==> src/rtl/cmdrsp_poll_seq.sv <==
module cmdrsp_poll_seq #(
  parameter int AW        = 12,
  parameter int LEN_W     = 11,
  parameter int TICK_DIV  = 4,
  parameter int POLL_US   = 2,
  parameter int TO_A_US   = 20,
  parameter int TO_B_US   = 40,
  parameter int TO_C_US   = 20,
  parameter int TO_D_US   = 20,
  parameter int TO_MAX_US = 200,
  parameter logic [15:0] LEGACY_TAG = 16'h00C4
) (
  input  logic             clk,
  input  logic             rst_n,
  input  logic             start,
  input  logic [LEN_W-1:0] cmd_len,
  input  logic [LEN_W-1:0] rsp_cap,
  output logic [LEN_W-1:0] cmd_addr,
  input  logic [7:0]       cmd_byte,
  output logic             rsp_we,
  output logic [LEN_W-1:0] rsp_addr,
  output logic [7:0]       rsp_byte,
  output logic             bus_req,
  output logic             bus_wr,
  output logic [AW-1:0]    bus_addr,
  output logic [7:0]       bus_wdata,
  input  logic             bus_ack,
  input  logic [7:0]       bus_rdata,
  output logic             done,
  output logic [2:0]       err,
  output logic [LEN_W-1:0] rsp_len
);
  localparam logic [AW-1:0] OFS_OWN = AW'(12'h000);
  localparam logic [AW-1:0] OFS_STS = AW'(12'h018);
  localparam logic [AW-1:0] OFS_BCL = AW'(12'h019);
  localparam logic [AW-1:0] OFS_BCH = AW'(12'h01A);
  localparam logic [AW-1:0] OFS_DAT = AW'(12'h024);
  localparam int POLL_CYC = POLL_US * TICK_DIV;
  localparam logic [15:0] LIM_A = 16'((TO_A_US + POLL_US - 1) / POLL_US);
  localparam logic [15:0] LIM_B = 16'((TO_B_US + POLL_US - 1) / POLL_US);
  localparam logic [15:0] LIM_C = 16'((TO_C_US + POLL_US - 1) / POLL_US);
  localparam logic [15:0] LIM_D = 16'((TO_D_US + POLL_US - 1) / POLL_US);
  localparam logic [15:0] LIM_M = 16'((TO_MAX_US + POLL_US - 1) / POLL_US);
  localparam logic [LEN_W-1:0] ONE = LEN_W'(1);
  localparam logic [2:0] E_OK = 3'd0, E_NF = 3'd1, E_TMO = 3'd2, E_SMALL = 3'd3, E_UNSUP = 3'd4;

  typedef enum logic [4:0] {
    IDLE, PRES, REQ, PACC, RDYW, PRDY, BCLO, BCHI, SEND,
    PEXP, GOW, PDAT, RECV, CHK, WAITP, FIN
  } st_t;
  typedef enum logic [1:0] {PH_SEND, PH_HDR, PH_BODY} ph_t;

  st_t              st, pst;
  ph_t              ph;
  logic [LEN_W-1:0] idx, tot;
  logic [15:0]      bc, npoll, lim;
  logic [$clog2(POLL_CYC+1)-1:0] wcnt;
  logic [47:0]      hdr;
  logic [15:0]      bc_new;

  assign bc_new   = {bus_rdata, bc[7:0]};
  assign cmd_addr = idx;
  assign rsp_we   = (st == RECV) && bus_ack;
  assign rsp_addr = idx;
  assign rsp_byte = bus_rdata;
  assign bus_req  = !(st inside {IDLE, CHK, WAITP});
  assign bus_wr   = st inside {REQ, RDYW, SEND, GOW, FIN};

  always_comb begin
    case (st)
      PRES, REQ, PACC: bus_addr = OFS_OWN;
      BCLO:            bus_addr = OFS_BCL;
      BCHI:            bus_addr = OFS_BCH;
      SEND, RECV:      bus_addr = OFS_DAT;
      default:         bus_addr = OFS_STS;
    endcase
    case (st)
      REQ:       bus_wdata = 8'h02;
      RDYW, FIN: bus_wdata = 8'h40;
      GOW:       bus_wdata = 8'h20;
      SEND:      bus_wdata = cmd_byte;
      default:   bus_wdata = 8'h00;
    endcase
    case (st)
      PACC:    lim = LIM_A;
      PRDY:    lim = LIM_B;
      BCHI:    lim = LIM_D;
      PEXP:    lim = LIM_C;
      default: lim = LIM_M;
    endcase
  end

  always_ff @(posedge clk or negedge rst_n) begin
    if (!rst_n) begin
      st <= IDLE; pst <= IDLE; ph <= PH_SEND;
      idx <= '0; tot <= '0; bc <= '0; npoll <= '0; wcnt <= '0;
      hdr <= '0; done <= 1'b0; err <= E_OK; rsp_len <= '0;
    end else begin
      done <= 1'b0;
      case (st)
        IDLE: if (start) begin
          idx <= '0; npoll <= '0; err <= E_OK; rsp_len <= '0; st <= PRES;
        end
        WAITP: if (wcnt == ($bits(wcnt))'(POLL_CYC - 1)) st <= pst;
               else wcnt <= wcnt + 1'b1;
        CHK: begin
          if (hdr[47:32] == LEGACY_TAG) begin
            err <= E_UNSUP; st <= FIN;
          end else if (hdr[31:0] > 32'(rsp_cap)) begin
            err <= E_SMALL; st <= FIN;
          end else if (hdr[31:0] <= 32'd6) begin
            rsp_len <= LEN_W'(hdr[31:0]); st <= FIN;
          end else begin
            tot <= LEN_W'(hdr[31:0]); ph <= PH_BODY;
            st <= (bc == 16'd0) ? BCLO : RECV;
          end
        end
        default: if (bus_ack) begin
          case (st)
            PRES: if (bus_rdata == 8'hFF) begin err <= E_NF; st <= FIN; end
                  else st <= REQ;
            REQ:  st <= PACC;
            RDYW: st <= PRDY;
            GOW:  st <= PDAT;
            BCLO: begin bc[7:0] <= bus_rdata; st <= BCHI; end
            SEND: begin
              idx <= idx + ONE; bc <= bc - 16'd1;
              if (idx + ONE == cmd_len) st <= PEXP;
              else if (bc == 16'd1) st <= BCLO;
            end
            RECV: begin
              hdr <= {hdr[39:0], bus_rdata}; idx <= idx + ONE; bc <= bc - 16'd1;
              if (ph == PH_HDR && idx == LEN_W'(5)) st <= CHK;
              else if (ph == PH_BODY && idx + ONE == tot) begin
                rsp_len <= tot; st <= FIN;
              end else if (bc == 16'd1) st <= BCLO;
            end
            FIN: begin done <= 1'b1; st <= IDLE; end
            default: begin
              if ((st == PACC && bus_rdata[7] && bus_rdata[5]) ||
                  (st == PRDY && bus_rdata[6]) ||
                  (st == BCHI && bc_new != 16'd0) ||
                  (st == PEXP && bus_rdata[7] && !bus_rdata[3]) ||
                  (st == PDAT && bus_rdata[7] && bus_rdata[4])) begin
                npoll <= '0;
                case (st)
                  PACC: st <= RDYW;
                  PRDY: begin
                    ph <= PH_SEND; idx <= '0;
                    st <= (cmd_len == '0) ? PEXP : BCLO;
                  end
                  BCHI: begin bc <= bc_new; st <= (ph == PH_SEND) ? SEND : RECV; end
                  PEXP: st <= GOW;
                  default: begin ph <= PH_HDR; idx <= '0; bc <= '0; st <= BCLO; end
                endcase
              end else if (npoll + 16'd1 >= lim) begin
                err <= (st == PEXP) ? E_SMALL : E_TMO; st <= FIN;
              end else begin
                npoll <= npoll + 16'd1; wcnt <= '0;
                pst <= (st == BCHI) ? BCLO : st; st <= WAITP;
              end
            end
          endcase
        end
      endcase
    end
  end


  done_pulse_chk: assert property (@(posedge clk) disable iff (!rst_n) done |=> !done);

  done_after_ready_chk: assert property (@(posedge clk) disable iff (!rst_n)
    done |-> $past(bus_req && bus_wr && bus_ack && bus_addr == OFS_STS && bus_wdata == 8'h40));

  send_budget_chk: assert property (@(posedge clk) disable iff (!rst_n)
    (bus_req && bus_wr && bus_addr == OFS_DAT) |-> bc != 16'd0);

  cap_chk: assert property (@(posedge clk) disable iff (!rst_n)
    (done && err == E_OK) |-> rsp_len <= rsp_cap);

  absent_len_chk: assert property (@(posedge clk) disable iff (!rst_n)
    (done && err == E_NF) |-> rsp_len == '0);

  bus_hold_chk: assert property (@(posedge clk) disable iff (!rst_n)
    (bus_req && !bus_ack) |=> (bus_req && $stable(bus_addr) && $stable(bus_wr)));
endmodule

==> config.mk <==
export PLATFORM = sky130hd
export DESIGN_NAME = cmdrsp_poll_seq
export DESIGN_NICKNAME = d
export VERILOG_FILES = /design/src/rtl/cmdrsp_poll_seq.sv
export SDC_FILE = /design/constraint.sdc
export NUM_CORES = 1
export LEC_CHECK = 0
export ABC_AREA = 1
export BUFFER_PORTS_ARGS = -buffer_cell sky130_fd_sc_hd__buf_2
export CAP_MARGIN = 20
export CORE_MARGIN = 2
export CORE_UTILIZATION = 35
export CTS_CLUSTER_SIZE = 14
export DETAILED_ROUTE_END_ITERATION = 12
export PLACE_DENSITY = 0.54
export SYNTH_ARGS = -nofsm -noshare
export SYNTH_HDL_FRONTEND = slang
export SYNTH_SLANG_ARGS = --single-unit
==> constraint.sdc <==
create_clock -name clk -period 7.8 [get_ports clk]
set_clock_uncertainty 0.15 [all_clocks]
set_input_delay 1.56 -clock clk [delete_from_list [all_inputs] [get_ports clk]]
set_output_delay 1.56 -clock clk [all_outputs]
set_load 0.02 [all_outputs]
==> Flow_metrics.wiki <==
{| class="wikitable"
! Metric !! Value
|-
| Tcrit/Tclk final || 57.4%
|-
| Clk root buf || clkbuf_16
|-
| Layout net count || 1332
|-
| Number of buffers on the longest clock path || 2
|-
| Setup Slack @ Placement || 3.32 ns
|-
| Effective utilization at floorplan || 35.5%
|-
| Number of buffers added on ports || 103
|-
| Worst-case vdd ir drop || 0.000167 V
|-
| Placer's final routability congestion estimate || 0.931
|-
| Maximum number of pins on one net before global-route repair || 81
|-
| Total global routing track utilization || 18.9%
|-
| Portion of the post-synthesis area used by sequential elements || 38.7%
|-
| Slack of the worst reg-to-reg path || 4.50 ns
|-
| Wire length after detailed routing || 23700 um
|-
| Clock latency of the later-clocked register in the worst-skew pair || 0.43 ns
|-
| CTS tree || done
|-
| RSZ-0062 raised after global routing || false
|-
| Hold_buf cts || 0
|-
| Die span in x || 161 um
|-
| Area taken by flip-flops and latches || 3330 um2
|-
| Clk sinks || 133
|-
| Global route total overflow || 0
|-
| Power per unit of standard cell area || 381 nW/um2
|-
| # Max-Cap Violations || 0
|-
| Synthesized flop and latch total || 133
|-
| Worst slew margin relative to its limit || 34.4%
|-
| Top-Level Pins || 110
|-
| Hold Path Class || flip-flop to flip-flop
|-
| Number of warnings printed during yosys synthesis || 0
|-
| DR vias || 7789
|-
| Data arrival time of the critical path || 2.77 ns
|-
| Floorplan core area || 24200 um2
|-
| Leakage power figure || 5.07 nW
|-
| Placed Cells || 1571
|-
| Layout cells sized above 1 || 17.2%
|-
| Final Slew Violations || 0
|-
| Number of synthesized flops with an enable pin || 0
|-
| Number of antenna violations at the first check in global routing || 1
|-
| Number of global-route vias before repair || 7423
|-
| Drt drc || 0
|-
| Critical path required time || 6.09 ns
|-
| Wire length of the first global-routing pass || 39000 um
|-
| Final routed wire length divided by cell count || 14.8 um
|-
| Critical setup path kind || input pin to output pin
|-
| Worst-Margin Slew || 0.983 ns
|-
| Setup violations, final || 0
|-
| Area of the die || 25800 um2
|-
| Post-route non-filler standard cell count || 1603
|-
| Critical path peak fanout || 80
|-
| Leading register cell type out of synthesis || dfrtp_1
|-
| Run status || finished clean
|-
| Detailed Place HPWL || 17700 um
|-
| Multi-input gate area in the final layout || 4260 um2
|-
| Violation count after the first detailed-routing iteration || 588
|-
| Hold Vio Cnt, Final || 0
|-
| Number of placement rows || 57
|-
| Final total negative setup slack || 0 ns
|-
| Post-CTS resize count || 0
|-
| Number of buffers added by the clock tree synthesis step || 17
|-
| Pre-Repair DR Iteration Count || 5
|-
| Register clock-pin slew on the reported worst setup and hold paths || 0.06 ns
|-
| Synthesized area divided by synthesized cell count || 7.24 um2
|-
| Max frequency || 0.223 GHz
|-
| Minimum clock period after layout || 4.48 ns
|-
| Unique masters post-synth || 51
|-
| Post-CTS repair timing setup buffer count || 0
|-
| Worst-case setup margin in the final layout || 3.32 ns
|-
| Layout filler cell count || 2570
|-
| ANT nets after route || 0
|-
| Die Ht || 161 um
|-
| Maximum level of the CTS H-tree || 4
|-
| Share of async-settable or async-resettable flops after synthesis || 100%
|-
| Summed instance area of the synthesized netlist || 8600 um2
|-
| Vias per inst || 4.86
|-
| Diodes inserted || 0
|-
| Startpoint type of the worst setup path || input pin
|-
| Growth of design area from synthesis to finish || 14.6%
|-
| Capturing element type of the critical path || output pin
|-
| Cells after Synth || 1188
|}
[path summary, 6_finish.rpt]
kind,end,start,cells after the start
setup / recovery,rsp_we,bus_ack,5
hold / removal,rsp_len[2],rsp_len[2],2
setup reg to reg,npoll[0],st[3],22
hold reg to reg,rsp_len[2],rsp_len[2],2
max in group asynchronous,err[2],rst_n,2
min in group asynchronous,bc[14],rst_n,1
[per-stage QoR]
step / utilization [%] / hold WS (ns) / area [um2] / power, mW
after CTS: 40.6 / 0.321 / 9850 / 3.78
final: 40.6 / 0.314 / 9850 / 3.75
after floorplan: - / 0.293 / 8620 / 2.46
after global routing: 40.6 / 0.340 / 9850 / 4.07
after detailed placement: 38.1 / 0.305 / 9230 / 2.91
after global placement: 38.1 / 0.301 / 9230 / 2.89
[layout make-up]
cell class | instances | share of cell area, %
multi-input cells | 825 | 43.3
inverters | 183 | 7.00
clock buffers | 17 | 4.32
clock inverters | 15 | 1.99
repair buffers | 106 | 5.52
flip-flops and latches | 133 | 33.8
well taps | 324 | 4.11
[worst max-delay path, cell delays in order]
cell and delay (ns):
buf_2 0.13, inv_1 0.12, nor2_4 0.12, buf_4 0.53, buf_2 0.28
[cell usage in the layout, fill, tap and decap left out, types with 3 or more instances in the layout]
master,Yosys,routed
a21oi_1,26,26
nand4_1,22,22
o21ai_0,72,72
nand2_2,5,5
nor3_2,3,3
nor4_1,9,9
o22ai_1,16,16
inv_1,161,161
nor3_1,10,10
ha_1,24,24
nand3_1,71,71
a22oi_1,5,5
buf_4,30,3
or2_2,3,3
inv_6,0,5
conb_1,1,6
xor2_1,12,12
nor2_8,3,3
nand2_1,321,321
dfrtp_1,133,133
nand3_2,6,6
o21ai_1,41,41
nor2_2,12,12
o21ai_2,6,6
a31oi_1,5,5
nand3b_1,8,8
buf_2,5,102
inv_2,21,21
xnor2_1,3,3
inv_8,0,6
nor2_4,11,12
nor2_1,98,97
clkbuf_16,0,17
or2_1,3,3
o31ai_1,3,3
[registers in the layout (all words and copies together) (netlist names)]
| register | flops |
|---|---|
| cmd_addr | 11 |
| rsp_len | 11 |
| npoll | 16 |
| pst | 5 |
| st | 5 |
| ph | 2 |
| done | 1 |
| tot | 11 |
| bc | 16 |
| wcnt | 4 |
| hdr | 48 |
| err | 3 |
[cell usage after synthesis, types with 21 or more instances]
master,count,share of area [%]
dfrtp_1,133,39
buf_4,30,2.6
inv_2,21,0.92
o21ai_0,72,4.2
nand2_1,321,14
nor2_1,98,4.3
inv_1,161,7.0
ha_1,24,3.5
nand3_1,71,4.1
o21ai_1,41,2.4
a21oi_1,26,1.5
nand4_1,22,1.6
[power breakdown]
part           internal (mW)  switching, mW  leakage (nW)
clock network          0.493          0.365         0.308
logic                  0.546           1.21          3.04
registers              0.934          0.206          1.72
[cell families after synthesis]
kind of cell	after synthesis	share of synthesized area, %
xor+xnor	15	1.53
compound gates	186	12.2
fa+ha+maj	24	3.49
flops	133	38.7
simple gates	594	32.0
other cells	1	0.0436
buf+inv	235	12.0
[layer usage]
layer,GRT usage (%),vias up,share of wire (%)
met4,5.19,2,1.4
met2,29.7,186,45
met5,0,-,0.030
li1,-,3954,-
met3,3.72,23,4.7
met1,26.5,3624,49
(Power assumes the default switching activity.)
